===== src/rtl/io_oe_pkg.sv =====
package io_oe_pkg;
  localparam int unsigned MODE_W = 2;

  typedef enum logic [MODE_W-1:0] {
    OE_OFF    = 2'b00,
    OE_ON     = 2'b01,
    OE_TERM_A = 2'b10,
    OE_TERM_B = 2'b11
  } oe_mode_e;
endpackage


===== src/rtl/oe_bank_select.sv =====
module oe_bank_select
  import io_oe_pkg::*;
#(
  parameter int unsigned PINS = 6
) (
  input  logic [PINS*MODE_W-1:0] mode_vec,
  input  logic                   term_a,
  input  logic                   term_b,
  output logic [PINS-1:0]        en
);
  for (genvar p = 0; p < PINS; p++) begin : g_pin
    oe_mode_e mode_p;
    assign mode_p = oe_mode_e'(mode_vec[p*MODE_W +: MODE_W]);

    always_comb begin
      unique case (mode_p)
        OE_OFF:    en[p] = 1'b0;
        OE_ON:     en[p] = 1'b1;
        OE_TERM_A: en[p] = term_a;
        OE_TERM_B: en[p] = term_b;
        default:   en[p] = 1'b0;
      endcase
    end
  end
endmodule


===== src/rtl/io_pad_cell.sv =====
module io_pad_cell (
  input  logic en,
  input  logic dout,
  input  logic pin_in,
  output logic drv_en,
  output logic drv_val,
  output logic fb
);
  always_comb begin
    drv_en  = en;
    drv_val = en & dout;
    fb      = en ? dout : pin_in;
  end
endmodule


===== src/rtl/io_bank_oe_ctrl.sv =====
module io_bank_oe_ctrl
  import io_oe_pkg::*;
#(
  parameter int unsigned BANKS         = 2,
  parameter int unsigned PINS_PER_BANK = 6,
  localparam int unsigned NPIN         = BANKS * PINS_PER_BANK
) (
  input  logic [NPIN*MODE_W-1:0] oe_mode,
  input  logic [BANKS-1:0]       term_a,
  input  logic [BANKS-1:0]       term_b,
  input  logic [NPIN-1:0]        pin_dout,
  input  logic [NPIN-1:0]        pad_in,
  output logic [NPIN-1:0]        pad_oe,
  output logic [NPIN-1:0]        pad_out,
  output logic [NPIN-1:0]        pad_fb
);
  localparam int unsigned BANK_MW = PINS_PER_BANK * MODE_W;

  logic [NPIN-1:0] en_w;

  for (genvar b = 0; b < BANKS; b++) begin : g_bank
    oe_bank_select #(.PINS(PINS_PER_BANK)) u_sel (
      .mode_vec (oe_mode[b*BANK_MW +: BANK_MW]),
      .term_a   (term_a[b]),
      .term_b   (term_b[b]),
      .en       (en_w[b*PINS_PER_BANK +: PINS_PER_BANK])
    );
  end

  for (genvar i = 0; i < NPIN; i++) begin : g_cell
    io_pad_cell u_cell (
      .en      (en_w[i]),
      .dout    (pin_dout[i]),
      .pin_in  (pad_in[i]),
      .drv_en  (pad_oe[i]),
      .drv_val (pad_out[i]),
      .fb      (pad_fb[i])
    );
  end

  // Cross-check of the bank selectors against the pad cells
  always_comb begin
    for (int i = 0; i < NPIN; i++) begin
      if (oe_mode[i*MODE_W +: MODE_W] == OE_OFF)
        p_off_never_drives_r1: assert (!pad_oe[i]);
      if (oe_mode[i*MODE_W +: MODE_W] == OE_ON)
        p_on_always_drives_r2: assert (pad_oe[i]);
      if (oe_mode[i*MODE_W +: MODE_W] == OE_TERM_A)
        p_term_a_own_bank_r3: assert (pad_oe[i] == term_a[i / PINS_PER_BANK]);
      if (oe_mode[i*MODE_W +: MODE_W] == OE_TERM_B)
        p_term_b_own_bank_r4: assert (pad_oe[i] == term_b[i / PINS_PER_BANK]);
      if (!pad_oe[i])
        p_idle_value_zero_r6: assert (!pad_out[i]);
      if (pad_oe[i])
        p_fb_from_driver_r7: assert (pad_fb[i] == pad_out[i]);
      else
        p_fb_from_pad_r7: assert (pad_fb[i] == pad_in[i]);
    end
  end
endmodule


===== config.mk =====
export PLATFORM = sky130hd
export DESIGN_NAME = io_bank_oe_ctrl
export DESIGN_NICKNAME = d
export VERILOG_FILES = /design/src/rtl/io_oe_pkg.sv /design/src/rtl/oe_bank_select.sv /design/src/rtl/io_pad_cell.sv /design/src/rtl/io_bank_oe_ctrl.sv
export SDC_FILE = /design/constraint.sdc
export NUM_CORES = 1
export LEC_CHECK = 0
export BUFFER_PORTS_ARGS = -buffer_cell sky130_fd_sc_hd__buf_4
export CELL_PAD_IN_SITES_DETAIL_PLACEMENT = 1
export CELL_PAD_IN_SITES_GLOBAL_PLACEMENT = 1
export CORE_UTILIZATION = 31
export DETAILED_ROUTE_END_ITERATION = 16
export GPL_ROUTABILITY_DRIVEN = 1
export PLACE_DENSITY_LB_ADDON = 0.1
export SLEW_MARGIN = 20
export SYNTH_ARGS = -nofsm -noshare
export SYNTH_HDL_FRONTEND = slang
export SYNTH_SLANG_ARGS = --single-unit
export TNS_END_PERCENT = 50

===== constraint.sdc =====
create_clock -name vclk -period 1.97
set_input_delay 0.197 -clock vclk [all_inputs]
set_output_delay 0.197 -clock vclk [all_outputs]
set_load 0.05 [all_outputs]

==> flow_summary.html, run 1 <==
<table>
<tr><th>Metric</th><th>Value</th></tr>
<tr><th colspan="2">Clock network</th></tr>
<tr><td>Cts hold-fix bufs</td><td>0</td></tr>
<tr><td>Post-CTS setup buffers</td><td>0</td></tr>
<tr><td>Cells resized by post-CTS repair</td><td>0</td></tr>
<tr><th colspan="2">STA</th></tr>
<tr><td>Worst max-slew margin expressed relative to the limit</td><td>0.815</td></tr>
<tr><td>Achievable frequency</td><td>0.728 GHz</td></tr>
<tr><td>Worst slew pin tran</td><td>0.276 ns</td></tr>
<tr><td>Setup ws final</td><td>0.596 ns</td></tr>
<tr><td>Clock period minus worst slack</td><td>1.37 ns</td></tr>
<tr><td>Final critical-path share of the clock period</td><td>0.697</td></tr>
<tr><td>Unrepaired setup endpoints after global routing</td><td>no</td></tr>
<tr><td>Setup_tns</td><td>0 ns</td></tr>
<tr><td>Worst-case hold slack</td><td>0.734 ns</td></tr>
<tr><td>Finish-stage setup viols</td><td>0</td></tr>
<tr><td>Number of pins with negative max-slew slack in the final report</td><td>0</td></tr>
<tr><td>Final hold violation count</td><td>0</td></tr>
<tr><th colspan="2">Setup path</th></tr>
<tr><td>Crit path max fanout</td><td>12</td></tr>
<tr><td>Data arrival at the endpoint of the critical path</td><td>1.18 ns</td></tr>
<tr><td>Critical path class</td><td>primary input to primary output</td></tr>
<tr><td>Worst Setup Start Kind</td><td>primary input</td></tr>
<tr><td>Type of element capturing the critical path</td><td>primary output</td></tr>
<tr><td>Worst EP required</td><td>1.77 ns</td></tr>
<tr><th colspan="2">Synthesis</th></tr>
<tr><td>Dominant combinational cell family by area after synthesis</td><td>compound AO/OA/AOI/OAI gates</td></tr>
<tr><td>Mean instance size in the synthesized netlist</td><td>7.02 um2</td></tr>
<tr><td>Compound-cell area share of the yosys netlist</td><td>0.413</td></tr>
<tr><td>Number of distinct standard cells referenced by the synthesized netlist</td><td>27</td></tr>
<tr><td>Area share of xor/xnor cells in the synthesized design</td><td>0</td></tr>
<tr><td>Basic-gate share of the synthesized area counting and, or, nand and nor cells</td><td>0.272</td></tr>
<tr><td>Mapped Nets</td><td>228</td></tr>
<tr><td>Synth warnings</td><td>0</td></tr>
<tr><td>Synth top area share</td><td>0.231</td></tr>
<tr><td>Multiplexer fraction of the synthesized cell area</td><td>0.0162</td></tr>
<tr><td>Netlist area before placement</td><td>1240 um2</td></tr>
<tr><td>Synthesized-area fraction occupied by adder cells</td><td>0</td></tr>
<tr><td>Fraction of the yosys area taken by sequential cells</td><td>0</td></tr>
<tr><td>Top cells by area, synth</td><td>sky130_fd_sc_hd__buf_4 23%, sky130_fd_sc_hd__a211oi_1 6.1%, sky130_fd_sc_hd__a211oi_2 6.1%</td></tr>
<tr><td>Post-synthesis instance total</td><td>176</td></tr>
<tr><td>Library cell with the largest summed area after synthesis</td><td>sky130_fd_sc_hd__buf_4</td></tr>
<tr><th colspan="2">Finish</th></tr>
<tr><td>Post-layout utilization of the core</td><td>0.428</td></tr>
<tr><td>FILL cells</td><td>504</td></tr>
<tr><td>Area occupied by registers</td><td>0 um2</td></tr>
<tr><td>Final cell count without fillers</td><td>264</td></tr>
<tr><td>Most used cells in the layout excluding fill and tap cells</td><td>88 x sky130_fd_sc_hd__buf_4, 15 x sky130_fd_sc_hd__nor2_1, 13 x sky130_fd_sc_hd__a21oi_1, 12 x sky130_fd_sc_hd__and2_1</td></tr>
<tr><td>Clock buffer instance count of the final layout</td><td>0</td></tr>
<tr><td>Net total in the final layout</td><td>270</td></tr>
<tr><td>Commonest non-fill, non-tap cell in the layout</td><td>sky130_fd_sc_hd__buf_4</td></tr>
<tr><td>Fraction of layout instances using a drive strength above 1</td><td>0.463</td></tr>
<tr><td>Area growth syn-to-layout</td><td>29.7%</td></tr>
<tr><td>Seq_cells</td><td>0</td></tr>
<tr><td>Diode count</td><td>0</td></tr>
<tr><th colspan="2">Floorplanning</th></tr>
<tr><td># IOs</td><td>88</td></tr>
<tr><td>Die extent in y</td><td>65.2 um</td></tr>
<tr><td>Die Wd</td><td>65.2 um</td></tr>
<tr><td>Starting Density</td><td>0.330</td></tr>
<tr><td>Site row count</td><td>22</td></tr>
<tr><td>Placeable core region</td><td>3740 um2</td></tr>
<tr><td>Overall die area</td><td>4240 um2</td></tr>
<tr><th colspan="2">Hold path</th></tr>
<tr><td>Hold Path Sink</td><td>pad_fb[3]</td></tr>
<tr><td>Start point of the worst hold path</td><td>oe_mode[7]</td></tr>
<tr><td>Worst min-delay path category</td><td>primary input to primary output</td></tr>
<tr><td>Hold Crit Depth</td><td>3</td></tr>
<tr><th colspan="2">Route</th></tr>
<tr><td>First-pass DRT Iterations</td><td>4</td></tr>
<tr><td>Post-DR vias/cell</td><td>5.30</td></tr>
<tr><td>Total Wirelength</td><td>3.75 mm</td></tr>
<tr><td>Routed via count</td><td>1399</td></tr>
<tr><td>Residual DRC</td><td>0</td></tr>
<tr><td>Number of antenna-violating nets in the routed design</td><td>0</td></tr>
<tr><td>Drt wl/cell</td><td>14.2 um</td></tr>
<tr><td>1st-iter DRT viols</td><td>33</td></tr>
<tr><th colspan="2">Global routing</th></tr>
<tr><td>Combined global-route utilization of all metal layers</td><td>0.168</td></tr>
<tr><td>Total gr overflow</td><td>0</td></tr>
<tr><td>Global-route wire length before repair</td><td>5.85 mm</td></tr>
<tr><td>Initial antenna violation count</td><td>0</td></tr>
<tr><td>Via count of the first global-routing pass</td><td>1313</td></tr>
<tr><td>Maximum number of pins on one net before global-route repair</td><td>18</td></tr>
<tr><th colspan="2">Flow run</th></tr>
<tr><td>Max-Cap Viols</td><td>0</td></tr>
<tr><th colspan="2">Pwr</th></tr>
<tr><td>PwrDens</td><td>388 nW/um2</td></tr>
<tr><td>Leakage power figure</td><td>0.000720 uW</td></tr>
<tr><td>IR drop worst, VDD</td><td>151 uV</td></tr>
<tr><th colspan="2">Place</th></tr>
<tr><td>Half-perimeter wire length after placement</td><td>3.15 mm</td></tr>
<tr><td>Count of input and output buffers</td><td>88</td></tr>
<tr><td>Routability congestion estimate</td><td>0.744</td></tr>
<tr><td>Setup Slack @ Placement</td><td>0.583 ns</td></tr>
<tr><td>Placed insts</td><td>264</td></tr>
<tr><th colspan="2">Run status</th></tr>
<tr><td>Status</td><td>finished clean</td></tr>
</table>
cell families (layout without fill, tap and decap cells):
kind of cell    count (synthesis)  count (layout)
compound gates                 66              66
buf+inv                        52              92
simple gates                   56              56
mux                             2               2
how the worst max path moves through the flow:
stage	from	slack, ns	cells past startpoint	to
global placement	term_b[0]	0.62	5	pad_fb[5]
detailed placement	term_b[0]	0.58	5	pad_fb[5]
CTS	term_b[0]	0.58	5	pad_fb[5]
floorplan	term_a[0]	0.70	5	pad_fb[0]
global route	term_b[0]	0.54	5	pad_fb[5]
finish	term_b[0]	0.60	5	pad_fb[5]
metal layers:
metal  wire, um  vias to the layer above  GRT usage
met4          0                        0          0
met1       1570                      658      0.207
met2       1930                       48      0.332
met5          0                        -          0
li1           -                      693          -
met3        240                        0     0.0104
worst max-delay path: stages:
cell                     delay (ns)
sky130_fd_sc_hd__buf_4         0.16
sky130_fd_sc_hd__inv_1         0.16
sky130_fd_sc_hd__a32o_1        0.28
sky130_fd_sc_hd__a22o_1        0.18
sky130_fd_sc_hd__buf_4         0.19
where the power goes:
| part | total (uW) | switching, uW | internal, uW |
|---|---|---|---|
| sequential | 0 | 0 | 0 |
| clock | 0 | 0 | 0 |
| combinational | 622 | 395 | 228 |
| total | 622 | 395 | 228 |
per-stage QoR:
stage	power (uW)	instance area, um2
floorplan	490	1240
global placement	608	1600
detailed placement	626	1600
CTS	627	1600
global route	658	1600
finish	622	1600
synthesized netlist by cell type:
| cell | count |
|---|---|
| sky130_fd_sc_hd__a211oi_1 | 10 |
| sky130_fd_sc_hd__nand2b_1 | 2 |
| sky130_fd_sc_hd__a211oi_2 | 6 |
| sky130_fd_sc_hd__mux2i_1 | 2 |
| sky130_fd_sc_hd__o211ai_1 | 1 |
| sky130_fd_sc_hd__and2_1 | 12 |
| sky130_fd_sc_hd__buf_6 | 3 |
| sky130_fd_sc_hd__inv_2 | 1 |
| sky130_fd_sc_hd__a21oi_1 | 13 |
| sky130_fd_sc_hd__buf_4 | 38 |
| sky130_fd_sc_hd__a31oi_1 | 7 |
| sky130_fd_sc_hd__nor2_1 | 15 |
| sky130_fd_sc_hd__o211a_1 | 2 |
| sky130_fd_sc_hd__a21o_1 | 1 |
| sky130_fd_sc_hd__and3b_1 | 2 |
| sky130_fd_sc_hd__o21ai_0 | 2 |
| sky130_fd_sc_hd__a21oi_2 | 1 |
| sky130_fd_sc_hd__buf_2 | 7 |
| sky130_fd_sc_hd__nor2b_1 | 10 |
| sky130_fd_sc_hd__a31oi_2 | 4 |
| sky130_fd_sc_hd__inv_1 | 3 |
| sky130_fd_sc_hd__nor3b_1 | 7 |
| sky130_fd_sc_hd__a22o_1 | 8 |
| sky130_fd_sc_hd__o21ai_1 | 3 |
| sky130_fd_sc_hd__o31ai_1 | 7 |
| sky130_fd_sc_hd__nand3b_1 | 8 |
| sky130_fd_sc_hd__a32o_1 | 1 |
layout make-up:
cell class | instances | area, um2 | share of cell area
Tap cell | 48 | 60.1 | 0.0375
Multi-Input combinational cell | 124 | 867 | 0.541
Inverter | 4 | 15.0 | 0.00937
Timing Repair Buffer | 88 | 661 | 0.412
(Power assumes the default switching activity.)
==> run 2, diff against run 1 <==
--- a/config.mk
+++ b/config.mk
@@ -5,10 +5,11 @@
 export SDC_FILE = /design/constraint.sdc
 export NUM_CORES = 1
 export LEC_CHECK = 0
+export ABC_AREA = 1
 export BUFFER_PORTS_ARGS = -buffer_cell sky130_fd_sc_hd__buf_4
 export CELL_PAD_IN_SITES_DETAIL_PLACEMENT = 1
 export CELL_PAD_IN_SITES_GLOBAL_PLACEMENT = 1
-export CORE_UTILIZATION = 31
+export CORE_UTILIZATION = 17
 export DETAILED_ROUTE_END_ITERATION = 16
 export GPL_ROUTABILITY_DRIVEN = 1
 export PLACE_DENSITY_LB_ADDON = 0.1
==> constraint.sdc (replaced) <==
create_clock -name vclk -period 1.2
set_input_delay 0.12 -clock vclk [all_inputs]
set_output_delay 0.12 -clock vclk [all_outputs]
set_load 0.05 [all_outputs]
==> run 2 against run 1 <==
Compared with the run above: design area down 24%; synthesized cell count down 10%; critical path type unchanged; critical endpoint is now pad_fb[2]; count of clock-buffer cells in the layout unchanged; worst hold slack worse by 0.15 ns; worst setup slack worse by 0.45 ns; combinational power up 33%.
==> flow_summary.html, run 2 <==
<table>
<tr><th>Metric</th><th>Value</th></tr>
<tr><th colspan="2">Floorplanning</th></tr>
<tr><td>Placeable core region</td><td>4140 um2 (+11%)</td></tr>
<tr><td>Die extent in y</td><td>68.8 um (+5.6%)</td></tr>
<tr><td>Die Wd</td><td>68.8 um (+5.6%)</td></tr>
<tr><td>Overall die area</td><td>4730 um2 (+11%)</td></tr>
<tr><td>Starting Density</td><td>0.183 (-0.147)</td></tr>
<tr><td># IOs</td><td>88 (unchanged)</td></tr>
<tr><td>Site row count</td><td>23 (+4.5%)</td></tr>
<tr><th colspan="2">Place</th></tr>
<tr><td>Count of input and output buffers</td><td>88 (unchanged)</td></tr>
<tr><td>Routability congestion estimate</td><td>0.652 (-12%)</td></tr>
<tr><td>Half-perimeter wire length after placement</td><td>2.40 mm (-24%)</td></tr>
<tr><th colspan="2">Synthesis</th></tr>
<tr><td>Mean instance size in the synthesized netlist</td><td>4.80 um2 (-32%)</td></tr>
<tr><td>Synth warnings</td><td>0 (unchanged)</td></tr>
<tr><td>Number of distinct standard cells referenced by the synthesized netlist</td><td>4 (-85%)</td></tr>
<tr><td>Commonest cells in the synthesized netlist</td><td>60 x sky130_fd_sc_hd__nand2_1, 38 x sky130_fd_sc_hd__inv_1, 36 x sky130_fd_sc_hd__buf_4</td></tr>
<tr><td>Top cells by area, synth</td><td>sky130_fd_sc_hd__buf_4 36%, sky130_fd_sc_hd__nand2_1 30%, sky130_fd_sc_hd__inv_1 19%</td></tr>
<tr><td>Most repeated cell in the gate-level netlist after synthesis</td><td>sky130_fd_sc_hd__nand2_1</td></tr>
<tr><td>Fraction of the yosys area taken by sequential cells</td><td>0 (unchanged)</td></tr>
<tr><td>Post-synthesis instance total</td><td>158 (-10%)</td></tr>
<tr><td>Library cell with the largest summed area after synthesis</td><td>sky130_fd_sc_hd__buf_4</td></tr>
<tr><td>Netlist area before placement</td><td>758 um2 (-39%)</td></tr>
<tr><td>Mapped Nets</td><td>210 (-7.9%)</td></tr>
<tr><td>Synth top area share</td><td>0.356 (+0.126)</td></tr>
<tr><th colspan="2">Pwr</th></tr>
<tr><td>Leakage power figure</td><td>0.000883 uW (+23%)</td></tr>
<tr><td>Gate power share</td><td>1.000 (about the same)</td></tr>
<tr><td>Tot Pwr</td><td>825 uW (+33%)</td></tr>
<tr><td>PwrDens</td><td>681 nW/um2 (+75%)</td></tr>
<tr><td>Internal cell power</td><td>287 uW (+26%)</td></tr>
<tr><td>Proportion of power drawn by the clock network</td><td>0 (unchanged)</td></tr>
<tr><td>Seq pwr share</td><td>0 (unchanged)</td></tr>
<tr><td>IR drop worst, VDD</td><td>203 uV (+34%)</td></tr>
<tr><td>Net switching power figure</td><td>538 uW (+36%)</td></tr>
<tr><td>Proportion of total power due to net switching</td><td>0.652 (+0.0182)</td></tr>
<tr><th colspan="2">Route</th></tr>
<tr><td>1st-iter DRT viols</td><td>11 (-67%)</td></tr>
<tr><td>Drt wl/cell</td><td>9.68 um (-32%)</td></tr>
<tr><td>First-pass DRT Iterations</td><td>3 (-1)</td></tr>
<tr><td>Post-DR vias/cell</td><td>3.95 (-25%)</td></tr>
<tr><td>Routed via count</td><td>1027 (-27%)</td></tr>
<tr><td>Total Wirelength</td><td>2.52 mm (-33%)</td></tr>
<tr><td>Residual DRC</td><td>0 (unchanged)</td></tr>
<tr><td>Number of antenna-violating nets in the routed design</td><td>0 (unchanged)</td></tr>
<tr><th colspan="2">STA</th></tr>
<tr><td>Final critical-path share of the clock period</td><td>0.875</td></tr>
<tr><td>Number of pins with negative max-slew slack in the final report</td><td>0 (unchanged)</td></tr>
<tr><td>Clock period minus worst slack</td><td>1.05 ns</td></tr>
<tr><td>Worst max-slew margin expressed relative to the limit</td><td>0.862 (+0.0471)</td></tr>
<tr><td>Setup_tns</td><td>0 ns (unchanged)</td></tr>
<tr><td>Unrepaired setup endpoints after global routing</td><td>no</td></tr>
<tr><td>Worst slew pin tran</td><td>0.207 ns (-0.0686 ns)</td></tr>
<tr><td>Finish-stage setup viols</td><td>0 (unchanged)</td></tr>
<tr><td>Final hold violation count</td><td>0 (unchanged)</td></tr>
<tr><td>Achievable frequency</td><td>0.953 GHz</td></tr>
<tr><th colspan="2">Finish</th></tr>
<tr><td>Net total in the final layout</td><td>264 (-2.2%)</td></tr>
<tr><td>Clock buffer instance count of the final layout</td><td>0 (unchanged)</td></tr>
<tr><td>Area occupied by registers</td><td>0 um2 (unchanged)</td></tr>
<tr><td>Commonest non-fill, non-tap cell in the layout</td><td>sky130_fd_sc_hd__buf_4</td></tr>
<tr><td>Seq_cells</td><td>0 (unchanged)</td></tr>
<tr><td>Fraction of layout instances using a drive strength above 1</td><td>0.419 (-0.0439)</td></tr>
<tr><td>Area growth syn-to-layout</td><td>59.7%</td></tr>
<tr><td>Diode count</td><td>0 (unchanged)</td></tr>
<tr><td>Most used cells in the layout excluding fill and tap cells</td><td>88 x sky130_fd_sc_hd__buf_4, 60 x sky130_fd_sc_hd__nand2_1, 38 x sky130_fd_sc_hd__inv_1, 24 x sky130_fd_sc_hd__nand3_1</td></tr>
<tr><th colspan="2">Flow run</th></tr>
<tr><td>Max-Cap Viols</td><td>0 (unchanged)</td></tr>
<tr><th colspan="2">Global routing</th></tr>
<tr><td>Global-route wire length before repair</td><td>3.66 mm (-37%)</td></tr>
<tr><td>Initial antenna violation count</td><td>0 (unchanged)</td></tr>
<tr><td>Combined global-route utilization of all metal layers</td><td>0.0984 (-0.0693)</td></tr>
<tr><td>Total gr overflow</td><td>0 (unchanged)</td></tr>
<tr><td>Via count of the first global-routing pass</td><td>960 (-27%)</td></tr>
<tr><td>Maximum number of pins on one net before global-route repair</td><td>7 (-11)</td></tr>
<tr><th colspan="2">Setup path</th></tr>
<tr><td>Critical path class</td><td>primary input to primary output</td></tr>
<tr><td>Data arrival at the endpoint of the critical path</td><td>0.93 ns (-0.25 ns)</td></tr>
<tr><td>Type of element capturing the critical path</td><td>primary output</td></tr>
<tr><td>Crit path max fanout</td><td>6 (-6)</td></tr>
<tr><td>Worst Setup Start Kind</td><td>primary input</td></tr>
<tr><td>Worst EP required</td><td>1.08 ns (-0.69 ns)</td></tr>
<tr><th colspan="2">Clock network</th></tr>
<tr><td>Post-CTS setup buffers</td><td>0 (unchanged)</td></tr>
<tr><td>Cells resized by post-CTS repair</td><td>0 (unchanged)</td></tr>
<tr><td>Cts hold-fix bufs</td><td>0 (unchanged)</td></tr>
<tr><th colspan="2">Run status</th></tr>
<tr><td>Status</td><td>finished clean</td></tr>
<tr><th colspan="2">Hold path</th></tr>
<tr><td>Worst min-delay path category</td><td>primary input to primary output</td></tr>
</table>
run 2: worst max-delay path, stage by stage:
cell,delay [ns]
sky130_fd_sc_hd__buf_4,0.11
sky130_fd_sc_hd__inv_1,0.16
sky130_fd_sc_hd__nand3_1,0.12
sky130_fd_sc_hd__nand2_1,0.10
sky130_fd_sc_hd__nand2_1,0.05
sky130_fd_sc_hd__nand2_1,0.06
sky130_fd_sc_hd__buf_4,0.20
run 2: layout make-up:
class / instances / area, um2
fillers: 578 / 2930
inverters: 38 / 143
multi-input cells: 84 / 345
well taps: 50 / 62.6
repair buffers: 88 / 661
run 2: per-stage QoR:
| step | setup WS [ns] | area (um2) | utilization | hold WS (ns) | std cells |
|---|---|---|---|---|---|
| after global routing | 0.0263 | 1210 | 0.292 | 0.612 | 260 |
| final | 0.150 | 1210 | 0.292 | 0.587 | 260 |
| after global placement | 0.150 | 1210 | 0.292 | 0.585 | 260 |
| after floorplan | 0.413 | 758 | - | 0.496 | 158 |
| after detailed placement | 0.126 | 1210 | 0.292 | 0.590 | 260 |
| after CTS | 0.124 | 1210 | 0.292 | 0.590 | 260 |
run 2: final timing paths:
kind                  startpoint         to  slack [ns]  depth (start not counted)
worst max-delay path   term_b[0]  pad_fb[2]        0.15                          7
worst min-delay path   pad_in[5]  pad_fb[5]        0.59                          4
run 2: cells by family after synthesis:
group | count (synthesis) | share of synthesized area
and+or+nand+nor | 84 | 0.455
buffers and inverters | 74 | 0.545
run 2: per-layer routing:
| layer | GRT usage | wire length, um | vias to the layer above |
|---|---|---|---|
| met1 | 0.0843 | 785 | 447 |
| li1 | - | - | 530 |
| met2 | 0.228 | 1400 | 50 |
| met5 | 0 | 0 | - |
| met3 | 0.0247 | 327 | 0 |
| met4 | 0 | 0 | 0 |
run 2: power by group through the flow:
stage | clock (uW) | combinational [uW] | sequential [uW]
after detailed placement | 0 | 836 | 0
after global routing | 0 | 884 | 0
after global placement | 0 | 820 | 0
after CTS | 0 | 837 | 0
final | 0 | 825 | 0
after floorplan | 0 | 647 | 0
==> run 3, diff against run 2 <==
--- a/config.mk
+++ b/config.mk
@@ -9,6 +9,7 @@
 export BUFFER_PORTS_ARGS = -buffer_cell sky130_fd_sc_hd__buf_4
 export CELL_PAD_IN_SITES_DETAIL_PLACEMENT = 1
 export CELL_PAD_IN_SITES_GLOBAL_PLACEMENT = 1
+export CORE_ASPECT_RATIO = 1.2
 export CORE_UTILIZATION = 17
 export DETAILED_ROUTE_END_ITERATION = 16
 export GPL_ROUTABILITY_DRIVEN = 1
==> run 3 against run 2 <==
Compared with the run above: cell count is 2.3% higher; die area is essentially flat; global-route usage decreased by 0.16 points; critical endpoint is now pad_fb[6]; largest power group unchanged.
==> flow_summary.html, run 3 (synthesized netlist as in run 2, its figures left out) <==
<table>
<tr><th>Metric</th><th>Value</th></tr>
<tr><th colspan="2">Run status</th></tr>
<tr><td>Status</td><td>finished clean</td></tr>
<tr><th colspan="2">Route</th></tr>
<tr><td>Detailed-route wire length on metal 1</td><td>895 um (+14%)</td></tr>
<tr><td>Top sig layer</td><td>met3</td></tr>
<tr><td>Metal3 WL</td><td>202 um (-38%)</td></tr>
<tr><td>Routed via count</td><td>1026 (-0.097%)</td></tr>
<tr><td>Residual DRC</td><td>0 (unchanged)</td></tr>
<tr><td>Total Wirelength</td><td>2.51 mm (about the same)</td></tr>
<tr><td>Number of antenna-violating nets in the routed design</td><td>0 (unchanged)</td></tr>
<tr><td>Drt wl/cell</td><td>9.45 um (-2.3%)</td></tr>
<tr><td>First-pass DRT Iterations</td><td>4 (+1)</td></tr>
<tr><td>1st-iter DRT viols</td><td>27 (+16)</td></tr>
<tr><td>Total met2 wirelength after detailed routing</td><td>1.42 mm (+1.0%)</td></tr>
<tr><td>Post-DR vias/cell</td><td>3.86 (-2.4%)</td></tr>
<tr><th colspan="2">STA</th></tr>
<tr><td>Unrepaired setup endpoints after global routing</td><td>no</td></tr>
<tr><td>Final hold violation count</td><td>0 (unchanged)</td></tr>
<tr><td>Worst max-slew margin expressed relative to the limit</td><td>0.868 (+0.00657)</td></tr>
<tr><td>Clock period minus worst slack</td><td>1.04 ns (-0.00529 ns)</td></tr>
<tr><td>Setup_tns</td><td>0 ns (unchanged)</td></tr>
<tr><td>Number of pins with negative max-slew slack in the final report</td><td>0 (unchanged)</td></tr>
<tr><td>Finish-stage setup viols</td><td>0 (unchanged)</td></tr>
<tr><td>Final critical-path share of the clock period</td><td>0.870 (-0.00440)</td></tr>
<tr><td>Worst slew pin tran</td><td>0.197 ns (-0.00985 ns)</td></tr>
<tr><td>Setup ws final</td><td>0.155 ns (+0.00529 ns)</td></tr>
<tr><td>Achievable frequency</td><td>0.957 GHz (+0.51%)</td></tr>
<tr><th colspan="2">Floorplanning</th></tr>
<tr><td>Overall die area</td><td>4730 um2 (about the same)</td></tr>
<tr><td>Die Wd</td><td>63.0 um (-8.5%)</td></tr>
<tr><td>Die extent in y</td><td>75.2 um (+9.3%)</td></tr>
<tr><td>Starting Density</td><td>0.178 (-0.00505)</td></tr>
<tr><td>Placeable core region</td><td>4260 um2 (+2.8%)</td></tr>
<tr><td>Site row count</td><td>26 (+13%)</td></tr>
<tr><td># IOs</td><td>88 (unchanged)</td></tr>
<tr><th colspan="2">Global routing</th></tr>
<tr><td>Combined global-route utilization of all metal layers</td><td>0.0968 (-0.00159)</td></tr>
<tr><td>Global-route wire length before repair</td><td>3.90 mm (+6.4%)</td></tr>
<tr><td>Via count of the first global-routing pass</td><td>985 (+2.6%)</td></tr>
<tr><td>Maximum number of pins on one net before global-route repair</td><td>7 (unchanged)</td></tr>
<tr><td>Total gr overflow</td><td>0 (unchanged)</td></tr>
<tr><td>Initial antenna violation count</td><td>0 (unchanged)</td></tr>
<tr><th colspan="2">Setup path</th></tr>
<tr><td>Worst Setup Start Kind</td><td>primary input</td></tr>
<tr><td>CP Launch Point</td><td>term_b[1]</td></tr>
<tr><td>Capture point of the critical path</td><td>pad_fb[6]</td></tr>
<tr><td>Type of element capturing the critical path</td><td>primary output</td></tr>
<tr><td>Data arrival at the endpoint of the critical path</td><td>0.92 ns (about the same)</td></tr>
<tr><td>Worst EP required</td><td>1.08 ns (about the same)</td></tr>
<tr><td>Crit path max fanout</td><td>6 (unchanged)</td></tr>
<tr><td>Critical path class</td><td>primary input to primary output</td></tr>
<tr><th colspan="2">Hold path</th></tr>
<tr><td>Start point of the worst hold path</td><td>pad_in[9]</td></tr>
<tr><td>Worst min-delay path category</td><td>primary input to primary output</td></tr>
<tr><th colspan="2">Place</th></tr>
<tr><td>Setup Slack @ Placement</td><td>0.136 ns (+0.0102 ns)</td></tr>
<tr><td>Routability congestion estimate</td><td>0.738 (+13%)</td></tr>
<tr><td>Half-perimeter wire length after placement</td><td>2.37 mm (-1.3%)</td></tr>
<tr><td>Count of input and output buffers</td><td>88 (unchanged)</td></tr>
<tr><th colspan="2">Finish</th></tr>
<tr><td>Diode count</td><td>0 (unchanged)</td></tr>
<tr><td>Seq_cells</td><td>0 (unchanged)</td></tr>
<tr><td>FILL cells</td><td>585 (+1.2%)</td></tr>
<tr><td>Most used cells in the layout excluding fill and tap cells</td><td>88 x sky130_fd_sc_hd__buf_4, 60 x sky130_fd_sc_hd__nand2_1, 38 x sky130_fd_sc_hd__inv_1, 24 x sky130_fd_sc_hd__nand3_1</td></tr>
<tr><td>Net total in the final layout</td><td>264 (unchanged)</td></tr>
<tr><td>Area occupied by registers</td><td>0 um2 (unchanged)</td></tr>
<tr><td>Fraction of layout instances using a drive strength above 1</td><td>0.419 (unchanged)</td></tr>
<tr><td>Area growth syn-to-layout</td><td>60.7%</td></tr>
<tr><td>Multi-input gate area</td><td>345 um2 (unchanged)</td></tr>
<tr><td>Commonest non-fill, non-tap cell in the layout</td><td>sky130_fd_sc_hd__buf_4</td></tr>
<tr><td>Clock buffer instance count of the final layout</td><td>0 (unchanged)</td></tr>
<tr><th colspan="2">Pwr</th></tr>
<tr><td>IR drop worst, VDD</td><td>222 uV (+9.6%)</td></tr>
<tr><td>Leakage power figure</td><td>0.000883 uW (unchanged)</td></tr>
<tr><td>PwrDens</td><td>677 nW/um2 (-0.59%)</td></tr>
<tr><th colspan="2">Flow run</th></tr>
<tr><td>Max-Cap Viols</td><td>0 (unchanged)</td></tr>
<tr><th colspan="2">Clock network</th></tr>
<tr><td>Post-CTS setup buffers</td><td>0 (unchanged)</td></tr>
<tr><td>Cts hold-fix bufs</td><td>0 (unchanged)</td></tr>
<tr><td>Cells resized by post-CTS repair</td><td>0 (unchanged)</td></tr>
</table>
run 3: worst min path at each step:
stage                     cells past startpoint  slack, ns    endpoint
after CTS                                     4       0.59   pad_fb[9]
after floorplan                               3       0.50   pad_fb[0]
after global routing                          4       0.60   pad_fb[2]
after detailed placement                      4       0.59   pad_fb[9]
after global placement                        4       0.58  pad_fb[11]
final                                         4       0.59   pad_fb[9]
run 3: final cells by class:
| cell class | instances | share of cell area |
|---|---|---|
| timing repair buffer | 88 | 0.542 |
| multi-input combinational | 84 | 0.283 |
| inverter | 38 | 0.117 |
| tap | 56 | 0.0575 |
run 3: power breakdown:
| group | internal (uW) | switching, uW |
|---|---|---|
| Combinational | 287 | 538 |
| Clock | 0 | 0 |
| Sequential | 0 | 0 |
| Total | 287 | 538 |
run 3: critical path, stage by stage:
cell and delay (ns):
sky130_fd_sc_hd__buf_4 0.11, sky130_fd_sc_hd__inv_1 0.15, sky130_fd_sc_hd__nand3_1 0.12, sky130_fd_sc_hd__nand2_1 0.10
sky130_fd_sc_hd__nand2_1 0.06, sky130_fd_sc_hd__nand2_1 0.06, sky130_fd_sc_hd__buf_4 0.20
run 3: per-stage QoR:
step / cells / total power (uW) / util / hold WS, ns / cell area, um2
after CTS: 266 / 836 / 0.286 / 0.592 / 1220
final: 266 / 825 / 0.286 / 0.588 / 1220
after detailed placement: 266 / 835 / 0.286 / 0.592 / 1220
after global placement: 266 / 820 / 0.286 / 0.585 / 1220
after global routing: 266 / 879 / 0.286 / 0.604 / 1220
after floorplan: 158 / 647 / - / 0.496 / 758
run 3: per-layer routing:
layer,global-route usage,up-vias
met5,0,-
met4,0,0
li1,-,529
met1,0.0973,445
met2,0.220,52
met3,0.0106,0
